--- src/rtl/ifc_pkg.sv ---
package ifc_pkg;

    typedef enum logic [1:0] {
        ST_IDLE   = 2'd0,
        ST_SETTLE = 2'd1,
        ST_GATE   = 2'd2,
        ST_HOLD   = 2'd3
    } ifc_state_e;

endpackage

--- src/rtl/ifc_edge_sync.sv ---
module ifc_edge_sync #(
    parameter int STAGES = 2
) (
    input  logic clk,
    input  logic rst_n,
    input  logic din,
    input  logic block,
    output logic rise
);
    localparam int LAST = STAGES;

    logic [LAST:0] chain_q;

    always_ff @(posedge clk or negedge rst_n) begin
        if (!rst_n) begin
            chain_q <= '0;
        end else begin
            chain_q <= {chain_q[LAST-1:0], din & ~block};
        end
    end

    assign rise = chain_q[LAST-1] & ~chain_q[LAST];

endmodule

--- src/rtl/ifc_sat_counter.sv ---
module ifc_sat_counter #(
    parameter int W = 20
) (
    input  logic         clk,
    input  logic         rst_n,
    input  logic         clr,
    input  logic         inc,
    output logic [W-1:0] value
);
    localparam logic [W-1:0] TOP = '1;

    always_ff @(posedge clk or negedge rst_n) begin
        if (!rst_n) begin
            value <= '0;
        end else if (clr) begin
            value <= '0;
        end else if (inc && (value != TOP)) begin
            value <= value + W'(1);
        end
    end

endmodule

--- src/rtl/ifc_ctrl.sv ---
module ifc_ctrl
    import ifc_pkg::*;
#(
    parameter int TIME_W     = 8,
    parameter int GATE_T0    = 4,
    parameter int GATE_T1    = 8,
    parameter int GATE_T2    = 32,
    parameter int GATE_T3    = 64,
    parameter int WAIT_SHORT = 4,
    parameter int WAIT_LONG  = 8
) (
    input  logic       clk,
    input  logic       rst_n,
    input  logic       ms_tick,
    input  logic       run_en,
    input  logic       inhibit,
    input  logic [1:0] gate_sel,
    output logic       cnt_clr,
    output logic       cnt_en,
    output logic       busy,
    output logic       done
);
    localparam logic [TIME_W-1:0] ONE = TIME_W'(1);

    ifc_state_e        state_q, state_d;
    logic [TIME_W-1:0] tick_q, tick_d;
    logic [1:0]        sel_q, sel_d;
    logic [TIME_W-1:0] gate_len;
    logic [TIME_W-1:0] settle_len;
    logic              abort;

    assign abort = !run_en || inhibit;

    always_comb begin
        unique case (sel_q)
            2'b00:   gate_len = TIME_W'(GATE_T0);
            2'b01:   gate_len = TIME_W'(GATE_T1);
            2'b10:   gate_len = TIME_W'(GATE_T2);
            default: gate_len = TIME_W'(GATE_T3);
        endcase
        settle_len = sel_q[1] ? TIME_W'(WAIT_LONG) : TIME_W'(WAIT_SHORT);
    end

    // state register
    always_ff @(posedge clk or negedge rst_n) begin
        if (!rst_n) begin
            state_q <= ST_IDLE;
            tick_q  <= '0;
            sel_q   <= 2'b00;
        end else begin
            state_q <= state_d;
            tick_q  <= tick_d;
            sel_q   <= sel_d;
        end
    end

    // transitions: start, open, close, abort
    always_comb begin
        state_d = state_q;
        tick_d  = tick_q;
        sel_d   = sel_q;
        unique case (state_q)
            ST_IDLE: begin
                tick_d = '0;
                if (!abort) begin
                    state_d = ST_SETTLE;
                    sel_d   = gate_sel;
                end
            end
            ST_SETTLE: begin
                if (abort) begin
                    state_d = ST_IDLE;
                end else if (ms_tick) begin
                    if (tick_q == settle_len - ONE) begin
                        state_d = ST_GATE;
                        tick_d  = '0;
                    end else begin
                        tick_d = tick_q + ONE;
                    end
                end
            end
            ST_GATE: begin
                if (abort) begin
                    state_d = ST_IDLE;
                end else if (ms_tick) begin
                    if (tick_q == gate_len - ONE) begin
                        state_d = ST_HOLD;
                        tick_d  = '0;
                    end else begin
                        tick_d = tick_q + ONE;
                    end
                end
            end
            ST_HOLD: begin
                if (abort) begin
                    state_d = ST_IDLE;
                end
            end
            default: state_d = ST_IDLE;
        endcase
    end

    // outputs
    always_comb begin
        busy    = (state_q == ST_SETTLE) || (state_q == ST_GATE);
        done    = (state_q == ST_HOLD);
        cnt_en  = (state_q == ST_GATE) && !abort;
        cnt_clr = (state_q == ST_IDLE) || abort;
    end

endmodule

--- src/rtl/ifc_gate_counter.sv ---
module ifc_gate_counter #(
    parameter int CNT_W      = 20,
    parameter int TIME_W     = 8,
    parameter int SYNC_STG   = 2,
    parameter int GATE_T0    = 4,
    parameter int GATE_T1    = 8,
    parameter int GATE_T2    = 32,
    parameter int GATE_T3    = 64,
    parameter int WAIT_SHORT = 4,
    parameter int WAIT_LONG  = 8
) (
    input  logic             clk,
    input  logic             rst_n,
    input  logic             ms_tick,
    input  logic             run_en,
    input  logic [1:0]       gate_sel,
    input  logic             inhibit,
    input  logic             if_in,
    output logic [CNT_W-1:0] count,
    output logic             busy,
    output logic             done
);
    logic rise;
    logic cnt_clr;
    logic cnt_en;

    ifc_edge_sync #(.STAGES(SYNC_STG)) u_sync (
        .clk   (clk),
        .rst_n (rst_n),
        .din   (if_in),
        .block (inhibit),
        .rise  (rise)
    );

    ifc_ctrl #(
        .TIME_W     (TIME_W),
        .GATE_T0    (GATE_T0),
        .GATE_T1    (GATE_T1),
        .GATE_T2    (GATE_T2),
        .GATE_T3    (GATE_T3),
        .WAIT_SHORT (WAIT_SHORT),
        .WAIT_LONG  (WAIT_LONG)
    ) u_ctrl (
        .clk      (clk),
        .rst_n    (rst_n),
        .ms_tick  (ms_tick),
        .run_en   (run_en),
        .inhibit  (inhibit),
        .gate_sel (gate_sel),
        .cnt_clr  (cnt_clr),
        .cnt_en   (cnt_en),
        .busy     (busy),
        .done     (done)
    );

    ifc_sat_counter #(.W(CNT_W)) u_cnt (
        .clk   (clk),
        .rst_n (rst_n),
        .clr   (cnt_clr),
        .inc   (cnt_en && rise),
        .value (count)
    );

endmodule

--- config.mk ---
export PLATFORM = sky130hd
export DESIGN_NAME = ifc_gate_counter
export DESIGN_NICKNAME = d
export VERILOG_FILES = /design/src/rtl/ifc_pkg.sv /design/src/rtl/ifc_edge_sync.sv /design/src/rtl/ifc_sat_counter.sv /design/src/rtl/ifc_ctrl.sv /design/src/rtl/ifc_gate_counter.sv
export SDC_FILE = /design/constraint.sdc
export NUM_CORES = 1
export LEC_CHECK = 0
export BUFFER_PORTS_ARGS = -buffer_cell sky130_fd_sc_hd__clkbuf_2
export CORE_MARGIN = 1
export CORE_UTILIZATION = 45
export CTS_CLUSTER_DIAMETER = 100
export DETAILED_ROUTE_END_ITERATION = 10
export GPL_TIMING_DRIVEN = 0
export PLACE_DENSITY = 0.69
export SLEW_MARGIN = 20
export SYNTH_ARGS = -nofsm -noshare
export SYNTH_HDL_FRONTEND = slang
export SYNTH_SLANG_ARGS = --single-unit
--- constraint.sdc ---
create_clock -name clk -period 2.8 [get_ports clk]
set_input_delay 0.28 -clock clk [delete_from_list [all_inputs] [get_ports clk]]
set_output_delay 0.28 -clock clk [all_outputs]
set_load 0.05 [all_outputs]
==> results.py, run 1 <==
metrics = {
    "setup_path": {
        "worstPathArrival_ns": 2.45,
        "reg2reg_from": "u_ctrl.state_q[0]$_DFFE_PN0P_",
        "critical-path-top-delay-family": "simple AND/OR/NAND/NOR gates",
        "path_common_cell": "or3_1",
        "slowest_stage": "a2111o_1",
        "worst_path_largest_cell_delay_ns": 0.43,
        "crit_required_ns": 3.00,
        "critPathLaunch": "u_ctrl.state_q[0]$_DFFE_PN0P_",
        "end_kind": "flop",
        "crit_chain": "inv_1, ha_1, nand2_1, or3_1, buf_6, a2111o_1, or3_1, a21oi_1",
        "critPathLaunchType": "flop",
        "path_class": "flop to flop",
        "cp_num_buf_inv": 2,
        "crit_fanout": 10,
    },
    "clocking": {
        "clk_pin_slew_ns": 0.08,
        "clock_sinks": 35,
        "cts_hold_buf": 0,
        "worst_skew_pair.late_latency_ns": 0.28,
        "cts_resized": 0,
        "cts_buffer_depth": 2,
        "cts_setup_buffers": 0,
        "cts.htree.levels": 2,
        "cts_tree": "yes",
        "cts_root_buf": "clkbuf_8",
        "cts_buffers": 5,
    },
    "sta": {
        "hold_viol_final": 0,
        "layout_setup_ws_ns": 0.556,
        "tightestPinTransition_ns": 0.858,
        "setup_violations": 0,
        "slew_viol_final": 0,
        "setup-tns-final_ns": 0,
        "rsz0062_at_grt": "false",
        "min_period_ns": 2.24,
        "skew_ns": 0.00898,
        "max_freq_mhz": 446,
        "fin_crit_sh": 0.802,
        "relSlewSlack": 0.428,
    },
    "layout": {
        "nets": 275,
        "multi_input_area_mm2": 0.00110,
        "utilization": 0.540,
        "design_area_mm2": 0.00237,
        "seqCellArea_um2": 876,
        "final_layout_size_suffix_gt1_frac": 0.176,
        "fill_cells": 432,
        "area_growth_pct": 15.1,
        "diodes": 0,
    },
    "floorplanning": {
        "start_util": 0.469,
        "die_w_um": 69.6,
        "coreArea_mm2": 0.00438,
        "placementRows": 24,
        "fp.dieH_um": 69.6,
        "die_area_mm2": 0.00485,
        "boundaryPins": 30,
    },
    "synth": {
        "yosys.area.top_type": "dfrtp_1",
        "synth_most_common_cell": "dfrtp_1",
        "synth_seq_area_share": 0.426,
        "syn-cell-area_mm2": 0.00206,
        "synthesis.nets": 239,
        "synth_top_area_frac": 0.426,
        "synthTopCellsByCount": "35 x dfrtp_1, 25 x nand2_1, 22 x nor2_1, 13 x xnor2_1, 12 x a21oi_1",
        "synth_edf_count": 0,
        "synth_warnings": 0,
        "synth_cell_types": 47,
        "ys_ff_latch": 35,
        "synth_cells": 225,
        "syn_avg_cell_area_um2": 9.15,
        "yosys-top-cells-area": "dfrtp_1 43%, xnor2_1 5.5%, nand2_1 4.6%",
        "async_flop_share": 1.00,
        "ys.flop_type": "dfrtp_1",
    },
    "placed_design": {
        "port_buffers": 29,
        "place.gp.congestion": 0.850,
        "place_ws_ns": 0.566,
        "place_area_mm2": 0.00227,
        "hpwl_mm": 3.06,
    },
    "detailed_routing": {
        "drcViolationCount": 0,
        "wire_per_inst_um": 13.4,
        "avgViaCountPerCell": 5.57,
        "drt_wl_total_mm": 4.19,
        "num_vias": 1750,
        "drtAntennaViolNets": 0,
        "first_iter_violations": 72,
        "drt-pass1-iter-count": 4,
    },
    "grt": {
        "grt_pass1_wl_mm": 7.27,
        "antenna_found_initial": 0,
        "track_usage": 0.187,
        "grt_max_degree": 36,
        "grt_overflow": 0,
        "grt_pass1_vias": 1593,
    },
    "pwr": {
        "pwr_density_cell_mw_per_mm2": 565,
        "finalPower_w": 0.00134,
        "seq_power_share": 0.437,
        "switching_share": 0.336,
        "combPwrFrac": 0.265,
        "switchingPower_w": 0.000450,
        "cell_internal_pwr_w": 0.000889,
        "p_clk_frac": 0.299,
        "power_leakage_nw": 0.975,
        "max-vdd-ir-drop_v": 0.000421,
    },
    "hold_path": {
        "hp-class": "input pin to async pin",
    },
    "job": {
        "maxCapViolCount": 0,
    },
    "status": {
        "outcome": "complete, no violations",
    },
}
==> logic make-up after synthesis <==
| group | after synthesis | synth area share |
|---|---|---|
| adders and majority gates | 6 | 0.0365 |
| xor gates and xnor gates | 14 | 0.0596 |
| DFF | 35 | 0.426 |
| buffers and inverters | 18 | 0.0377 |
| and+or+nand+nor | 99 | 0.249 |
| AOI/OAI and AO/OA | 48 | 0.167 |
| muxes | 5 | 0.0255 |
==> flip-flops by register name, indices dropped and copies added (netlist names) <==
| register | cells |
|---|---|
| u_ctrl.tick_q | 8 |
| u_ctrl.sel_q | 2 |
| u_cnt.value | 20 |
| u_ctrl.state_q | 2 |
| u_sync.chain_q | 3 |
==> per-stage QoR <==
| stage | cells | hold WS (ns) |
|---|---|---|
| 2_1_floorplan | 225 | -0.0156 |
| 3_3_place_gp | 306 | 0.333 |
| 3_5_place_dp | 306 | 0.346 |
| 4_1_cts | 314 | 0.134 |
| 5_1_grt | 314 | 0.183 |
| 6_report | 314 | 0.0926 |
==> power by group through the flow <==
stage	clock network [W]	registers [W]	logic, W
3_5_place_dp	0	0.000595	0.000357
3_3_place_gp	0	0.000592	0.000347
2_1_floorplan	0	0.000585	0.000274
6_report	0.000400	0.000585	0.000354
5_1_grt	0.000437	0.000590	0.000394
4_1_cts	0.000413	0.000585	0.000358
==> layer usage <==
metal	wire length [µm]	track usage
met1	2100	0.258
met2	1870	0.290
met3	149	0.0436
met4	68	0.0644
met5	0	0
==> path summary, 6_finish.rpt <==
kind                                                      to  slack [ns]  cells after the start
worst max register to register   u_cnt.value[14]$_DFFE_PN0P_        0.56                      8
worst max-delay path             u_cnt.value[14]$_DFFE_PN0P_        0.56                      8
worst min-delay path              u_cnt.value[4]$_DFFE_PN0P_        0.09                      1
worst min register to register   u_sync.chain_q[1]$_DFF_PN0_        0.36                      0
max in group asynchronous       u_ctrl.tick_q[2]$_DFFE_PN0P_        2.17                      1
min in group clk                 u_sync.chain_q[0]$_DFF_PN0_        0.21                      2
==> placed cells by master (no fill, tap or decap), drive strengths merged, types with 5 or more instances in the layout <==
cell type  count
dfrtp         35
nor2          22
inv            9
a21oi         12
nand2         25
o21ai         10
clkbuf        43
nor3           7
a211oi         5
nand4          5
xnor2         13
ha             6
nand3         10
==> cell type report <==
cell class / count / share of cell area
buffer: 9 / 0.0185
clock buffer: 8 / 0.0423
inverter: 9 / 0.0143
multi-input combinational: 172 / 0.466
sequential: 35 / 0.370
tap: 52 / 0.0275
timing repair buffer: 29 / 0.0613
Power figures use the tool's default switching activity.
==> run 2, diff against run 1 <==
Settings changed: ABC_AREA set to 1, PLACE_DENSITY 0.69 to 0.71.
Clock period 2.8 ns to 2 ns, I/O delays scaled along.
==> run 2 against run 1 <==
  * Via count up 21%
  * Clock skew down 0.0046 ns
  * Global-route usage up 2.3 points
  * Sequential share of layout area down 4.1 points
  * Register-to-register slack worse by 0.43 ns
  * Core utilization up 1.4 points
  * Critical path type unchanged
  * Critical endpoint is now u_cnt.value[4]$_DFFE_PN0P_
  * Largest cell class unchanged
  * Highest routed layer unchanged
==> results.py, run 2 <==
metrics = {
    "clocking": {
        "clock_sinks": 35,
        "cts_buffer_depth": 2,
        "cts_tree": "yes",
        "worst_skew_pair.late_latency_ns": 0.29,
        "clk_pin_slew_ns": 0.07,
        "cts_hold_buf": 0,
        "cts.htree.levels": 2,
        "cts_root_buf": "clkbuf_8",
        "cts_buffers": 5,
    },
    "setup_path": {
        "crit_required_ns": 2.20,
        "cp_num_buf_inv": 3,
        "worstPathArrival_ns": 2.07,
        "slowest_stage": "dfrtp_2",
        "crit_fanout": 10,
        "end_kind": "flop",
        "path_class": "flop to flop",
        "worst_path_largest_cell_delay_ns": 0.40,
        "critical-path-top-delay-family": "simple AND/OR/NAND/NOR gates",
        "critPathLaunchType": "flop",
        "path_common_cell": "nand2_4",
        "crit_chain": "ha_1, buf_6, nand2_4, nor2_4, nand2_4, nor2_4, nand3_2, nand2_4, nand2_4, inv_4, buf_12, nand2_2, o31ai_1",
    },
    "pwr": {
        "p_clk_frac": 0.260,
        "seq_power_share": 0.392,
        "combPwrFrac": 0.348,
        "switching_share": 0.380,
        "cell_internal_pwr_w": 0.00129,
        "max-vdd-ir-drop_v": 0.000739,
        "power_leakage_nw": 1.31,
        "switchingPower_w": 0.000789,
        "pwr_density_cell_mw_per_mm2": 778,
    },
    "placed_design": {
        "place_ws_ns": 0.0768,
        "hpwl_mm": 3.78,
        "placedCellCount": 407,
        "place.gp.congestion": 0.878,
        "port_buffers": 29,
    },
    "detailed_routing": {
        "num_vias": 2111,
        "drcViolationCount": 0,
        "avgViaCountPerCell": 5.04,
        "wire_per_inst_um": 12.2,
        "drt-pass1-iter-count": 5,
        "drtAntennaViolNets": 0,
        "first_iter_violations": 148,
        "drt_wl_total_mm": 5.12,
    },
    "layout": {
        "regMostFlops": "u_cnt.value",
        "final_cells": 419,
        "area_growth_pct": 15.5,
        "layout.cells.most_common": "nand2_1",
        "final_cell_mix": "86 x nand2_1, 37 x inv_1, 33 x dfrtp_1",
        "top_regs": "u_cnt.value: 20 flops, u_ctrl.tick_q: 8 flops, u_sync.chain_q: 3 flops",
        "final_layout_size_suffix_gt1_frac": 0.213,
        "largest_register_ffs": 20,
        "fill_cells": 478,
        "nets": 365,
        "diodes": 0,
    },
    "grt": {
        "grt_pass1_vias": 1933,
        "grt_pass1_wl_mm": 8.63,
        "antenna_found_initial": 0,
        "grt_overflow": 0,
        "track_usage": 0.210,
        "grt_max_degree": 36,
    },
    "hold_path": {
        "hp-class": "input pin to async pin",
    },
    "synth": {
        "synth_cell_types": 33,
        "synth_top_area_frac": 0.379,
        "yosys.area_share.simple": 0.388,
        "ys_ff_latch": 35,
        "synth_seq_area_share": 0.379,
        "syn-cell-area_mm2": 0.00231,
        "synthAdderAreaFrac": 0.0325,
        "synthMuxAreaShare": 0.00488,
        "synth_most_common_cell": "nand2_1",
        "yosys-top-cells-area": "dfrtp_1 38%, nand2_1 14%, inv_1 6.0%",
        "synthesis.nets": 325,
        "syn_avg_cell_area_um2": 7.43,
        "synth_cells": 311,
        "synthTopCellsByCount": "87 x nand2_1, 37 x inv_1, 35 x dfrtp_1, 30 x nor2_1, 25 x nand3_1",
        "synth_warnings": 0,
        "yosys.area.top_type": "dfrtp_1",
        "async_flop_share": 1.00,
        "synthXorXnorAreaFrac": 0.0493,
        "synth_edf_count": 0,
        "ys.flop_type": "dfrtp_1",
        "synth_compound_area_frac": 0.0596,
        "synth_top_family_by_area": "simple AND/OR/NAND/NOR gates",
    },
    "sta": {
        "slew_viol_final": 0,
        "min_period_ns": 1.88,
        "rsz0062_at_grt": "false",
        "max_freq_mhz": 533,
        "setup-tns-final_ns": 0,
        "relSlewSlack": 0.400,
        "skew_ns": 0.00437,
        "layout_setup_ws_ns": 0.123,
        "hold_viol_final": 0,
        "fin_crit_sh": 0.938,
        "setup_violations": 0,
        "tightestPinTransition_ns": 0.900,
    },
    "job": {
        "maxCapViolCount": 0,
    },
    "floorplanning": {
        "coreArea_mm2": 0.00482,
        "die_w_um": 73.6,
        "placementRows": 25,
        "start_util": 0.479,
        "boundaryPins": 30,
        "fp.dieH_um": 73.6,
        "die_area_mm2": 0.00542,
    },
    "status": {
        "outcome": "complete, no violations",
    },
}
[run 2: cell count changes after synthesis, moves of 6 or more]
cell / before / now
nand2_2: 0 / 11
nand2_1: 25 / 87
nand4_1: 5 / 11
nand3_1: 10 / 25
xor2_1: 1 / 10
inv_1: 9 / 37
xnor2_1: 13 / 3
nor2_1: 22 / 30
[run 2: metal layers]
metal | wire length [µm] | part of all wire | vias to the layer above | track usage
met5 | 0 | 0 | - | 0
met4 | 95 | 0.019 | 0 | 0.0791
met3 | 253 | 0.049 | 10 | 0.0562
met2 | 2440 | 0.48 | 50 | 0.348
met1 | 2330 | 0.45 | 981 | 0.261
li1 | - | - | 1070 | -
[run 2: logic make-up after synthesis]
| group | Yosys count |
|---|---|
| AND/OR/NAND/NOR | 187 |
| buffers and inverters | 44 |
| flip-flops | 35 |
| AO/OA/AOI/OAI | 25 |
| XOR/XNOR | 13 |
| adder cells (fa/ha/maj) | 6 |
| multiplexers | 1 |
[run 2: final timing paths]
kind                                                   from                          end  slack [ns]  cells past startpoint
worst min register to register  u_sync.chain_q[0]$_DFF_PN0_  u_sync.chain_q[1]$_DFF_PN0_        0.35                      0
min in group clk                                      if_in  u_sync.chain_q[0]$_DFF_PN0_        0.09                      3
worst max-delay path             u_cnt.value[0]$_DFFE_PN0P_   u_cnt.value[4]$_DFFE_PN0P_        0.12                     13
worst max register to register   u_cnt.value[0]$_DFFE_PN0P_   u_cnt.value[4]$_DFFE_PN0P_        0.12                     13
worst min-delay path                                  rst_n   u_cnt.value[3]$_DFFE_PN0P_        0.02                      1
max in group asynchronous                             rst_n   u_cnt.value[0]$_DFFE_PN0P_        1.36                      1
[run 2: layout make-up]
cell class                      count  area, µm²  area share
Buffer                              4       46.3      0.0173
Sequential cell                    35        878       0.329
Inverter                           40        156      0.0586
Clock inverter                      1       5.00     0.00188
Clock buffer                        7       86.3      0.0323
Tap cell                           67       83.8      0.0314
Timing Repair Buffer               33        175      0.0656
Multi-Input combinational cell    232       1240       0.464
[run 2: worst register-to-register path, delay by kind of cell, from the launching register on]
| family | cells | cell delay [ns] |
|---|---|---|
| adder cells (fa/ha/maj) | 1 | 0.17 |
| flip-flops | 1 | 0.40 |
| buffers and inverters | 3 | 0.37 |
| AO/OA/AOI/OAI | 1 | 0.07 |
| AND/OR/NAND/NOR | 8 | 0.77 |
[run 2: power by group through the flow]
stage	registers, W	clock network (W)	logic (W)
6_report	0.000815	0.000539	0.000722
5_1_grt	0.000825	0.000585	0.000808
4_1_cts	0.000815	0.000561	0.000654
3_5_place_dp	0.000827	0	0.000654
3_3_place_gp	0.000825	0	0.000644
2_1_floorplan	0.000812	0	0.000510
[run 2: repair_timing]
action / 4_1_cts / 5_1_grt
gates resized for setup: 0 / 2
setup endpoints to repair: 0 / 15
buffers inserted: 0 / 4
[run 2: metrics by stage]
| stage | instance area, µm² | hold WS [ns] | utilization | power, W |
|---|---|---|---|---|
| 2_1_floorplan | 2310 | -0.0956 | - | 0.00132 |
| 3_3_place_gp | 2540 | 0.334 | 0.528 | 0.00147 |
| 3_5_place_dp | 2540 | 0.339 | 0.528 | 0.00148 |
| 4_1_cts | 2630 | 0.0402 | 0.546 | 0.00203 |
| 5_1_grt | 2670 | 0.0907 | 0.554 | 0.00222 |
| 6_report | 2670 | 0.0220 | 0.554 | 0.00208 |
==> run 3, diff against run 2 <==
Settings changed: CORE_UTILIZATION 45 to 35, PLACE_DENSITY 0.71 to 0.59.
==> run 3 against run 2 <==
  * Via count down 1.5%
  * Power down 0.74%
  * Clock skew up 0.0040 ns
  * Critical path depth unchanged
  * Maximum frequency up 1.9%
  * Hold slack worse by 0.0092 ns
  * Clock-buffer cell count unchanged
  * Largest cell class unchanged
==> results.py, run 3 (synthesis gave the netlist of run 2 again) <==
metrics = {
    "detailed_routing": {
        "drt-pass1-iter-count": 4,
        "first_iter_violations": 93,
        "drcViolationCount": 0,
        "avgViaCountPerCell": 4.85,
        "wire_per_inst_um": 12.3,
        "num_vias": 2079,
        "drt_wl_total_mm": 5.27,
        "drtAntennaViolNets": 0,
    },
    "layout": {
        "final_layout_size_suffix_gt1_frac": 0.219,
        "layout.cells.most_common": "nand2_1",
        "largest_register_ffs": 20,
        "top_regs": "u_cnt.value: 20 flops, u_ctrl.tick_q: 8 flops, u_sync.chain_q: 3 flops",
        "area_growth_pct": 16.3,
        "nets": 365,
        "final_cell_mix": "86 x nand2_1, 37 x inv_1, 33 x dfrtp_1",
        "final_cells": 429,
        "regMostFlops": "u_cnt.value",
        "diodes": 0,
    },
    "sta": {
        "min_period_ns": 1.84,
        "max_freq_mhz": 543,
        "rsz0062_at_grt": "false",
        "setup_violations": 0,
        "relSlewSlack": 0.416,
        "tightestPinTransition_ns": 0.876,
        "layout_setup_ws_ns": 0.159,
        "setup-tns-final_ns": 0,
        "skew_ns": 0.00834,
        "slew_viol_final": 0,
        "hold_viol_final": 0,
        "fin_crit_sh": 0.921,
    },
    "floorplanning": {
        "start_util": 0.364,
        "placementRows": 29,
        "die_w_um": 83.2,
        "coreArea_mm2": 0.00635,
        "fp.dieH_um": 83.2,
        "die_area_mm2": 0.00693,
        "boundaryPins": 30,
    },
    "setup_path": {
        "path_common_cell": "nand2_4",
        "end_kind": "flop",
        "ff2ff_setup_slack_ns": 0.16,
        "crit_fanout": 10,
        "reg2reg_depth": 13,
        "path_class": "flop to flop",
        "worst_path_largest_cell_delay_ns": 0.41,
        "critPathLaunchType": "flop",
        "reg2reg_from": "u_cnt.value[0]$_DFFE_PN0P_",
        "worstPathArrival_ns": 2.04,
        "r2r_end": "u_cnt.value[4]$_DFFE_PN0P_",
        "cp_num_buf_inv": 3,
        "crit_chain": "ha_1, buf_6, nand2_4, nor2_4, nand2_4, nor2_4, nand3_2, nand2_4, nand2_4, inv_4, buf_12, nand2_2, o31ai_1",
        "path_depth": 13,
        "slowest_stage": "dfrtp_2",
        "crit_required_ns": 2.20,
        "critical-path-top-delay-family": "simple AND/OR/NAND/NOR gates",
    },
    "pwr": {
        "pwr_density_cell_mw_per_mm2": 767,
        "max-vdd-ir-drop_v": 0.000704,
        "finalPower_w": 0.00206,
        "power_leakage_nw": 1.31,
    },
    "clocking": {
        "worst_skew_pair.late_latency_ns": 0.29,
        "cts_buffers": 5,
        "cts_tree": "yes",
        "cts_buffer_depth": 2,
        "cts_root_buf": "clkbuf_8",
        "clk_pin_slew_ns": 0.08,
        "clock_sinks": 35,
        "cts.htree.levels": 2,
    },
    "placed_design": {
        "place_ws_ns": 0.106,
        "port_buffers": 29,
        "place.gp.congestion": 0.857,
        "hpwl_mm": 3.89,
        "placedCellCount": 417,
    },
    "job": {
        "maxCapViolCount": 0,
    },
    "grt": {
        "antenna_found_initial": 0,
        "grt_max_degree": 36,
        "grt_pass1_wl_mm": 9.40,
        "track_usage": 0.168,
        "grt_pass1_vias": 2041,
        "grt_overflow": 0,
    },
    "hold_path": {
        "hp-class": "input pin to async pin",
    },
    "status": {
        "outcome": "complete, no violations",
    },
}
## run 3: cell counts in the layout (fill, tap and decap cells not counted)
Identical to the previous run, type by type.
## run 3: worst max path at each step
stage / from / endpoint / slack, ns
floorplan: u_cnt.value[0]$_DFFE_PN0P_ / u_cnt.value[4]$_DFFE_PN0P_ / 0.10
global placement: u_cnt.value[0]$_DFFE_PN0P_ / u_cnt.value[4]$_DFFE_PN0P_ / 0.13
detailed placement: u_ctrl.state_q[0]$_DFFE_PN0P_ / u_ctrl.tick_q[5]$_DFFE_PN0P_ / 0.11
CTS: u_ctrl.state_q[0]$_DFFE_PN0P_ / u_ctrl.tick_q[5]$_DFFE_PN0P_ / 0.09
global route: u_ctrl.state_q[1]$_DFFE_PN0P_ / u_ctrl.tick_q[5]$_DFFE_PN0P_ / 0.02
finish: u_cnt.value[0]$_DFFE_PN0P_ / u_cnt.value[4]$_DFFE_PN0P_ / 0.16
## run 3: power by group
group / switching [W] / internal [W] / leakage (nW) / total (W)
Combinational: 0.000474 / 0.000236 / 0.792 / 0.000710
Sequential: 0.0000522 / 0.000759 / 0.474 / 0.000811
Clock: 0.000261 / 0.000278 / 0.0482 / 0.000539
Total: 0.000787 / 0.00127 / 1.31 / 0.00206
## run 3: layer usage
metal / global-route usage / vias to the layer above / wire length (µm)
met5: 0 / - / 0
met4: 0.0549 / 0 / 98
li1: - / 1067 / -
met1: 0.207 / 954 / 2450
met2: 0.291 / 47 / 2520
met3: 0.0378 / 11 / 206
## run 3: what timing repair did
action,4_1_cts,5_1_grt
setup endpoints to repair,0,11
hold buffers,0,0
buffers inserted,0,4
gates resized for setup,0,5
## run 3: final cells by class
type | instances | area [µm²]
buffer | 4 | 47.5
clock buffer | 7 | 86.3
clock inverter | 1 | 5.00
fill | 667 | 3660
inverter | 40 | 156
multi-input combinational | 232 | 1240
sequential | 35 | 878
tap | 77 | 96.3
timing repair buffer | 33 | 175
## run 3: worst register-to-register path: cells and delay by family (launching register included)
kind,cells,cell delay (ns)
and+or+nand+nor,8,0.77
DFF,1,0.41
adders and majority gates,1,0.17
buffers and inverters,3,0.37
AOI/OAI and AO/OA,1,0.06
## run 3: through the flow
stage          utilization  area [µm²]  hold WS, ns
3_3_place_gp         0.402        2550        0.334
3_5_place_dp         0.402        2550        0.336
4_1_cts              0.417        2650       0.0527
6_report             0.423        2690       0.0128
2_1_floorplan            -        2310      -0.0956
5_1_grt              0.423        2690       0.0948
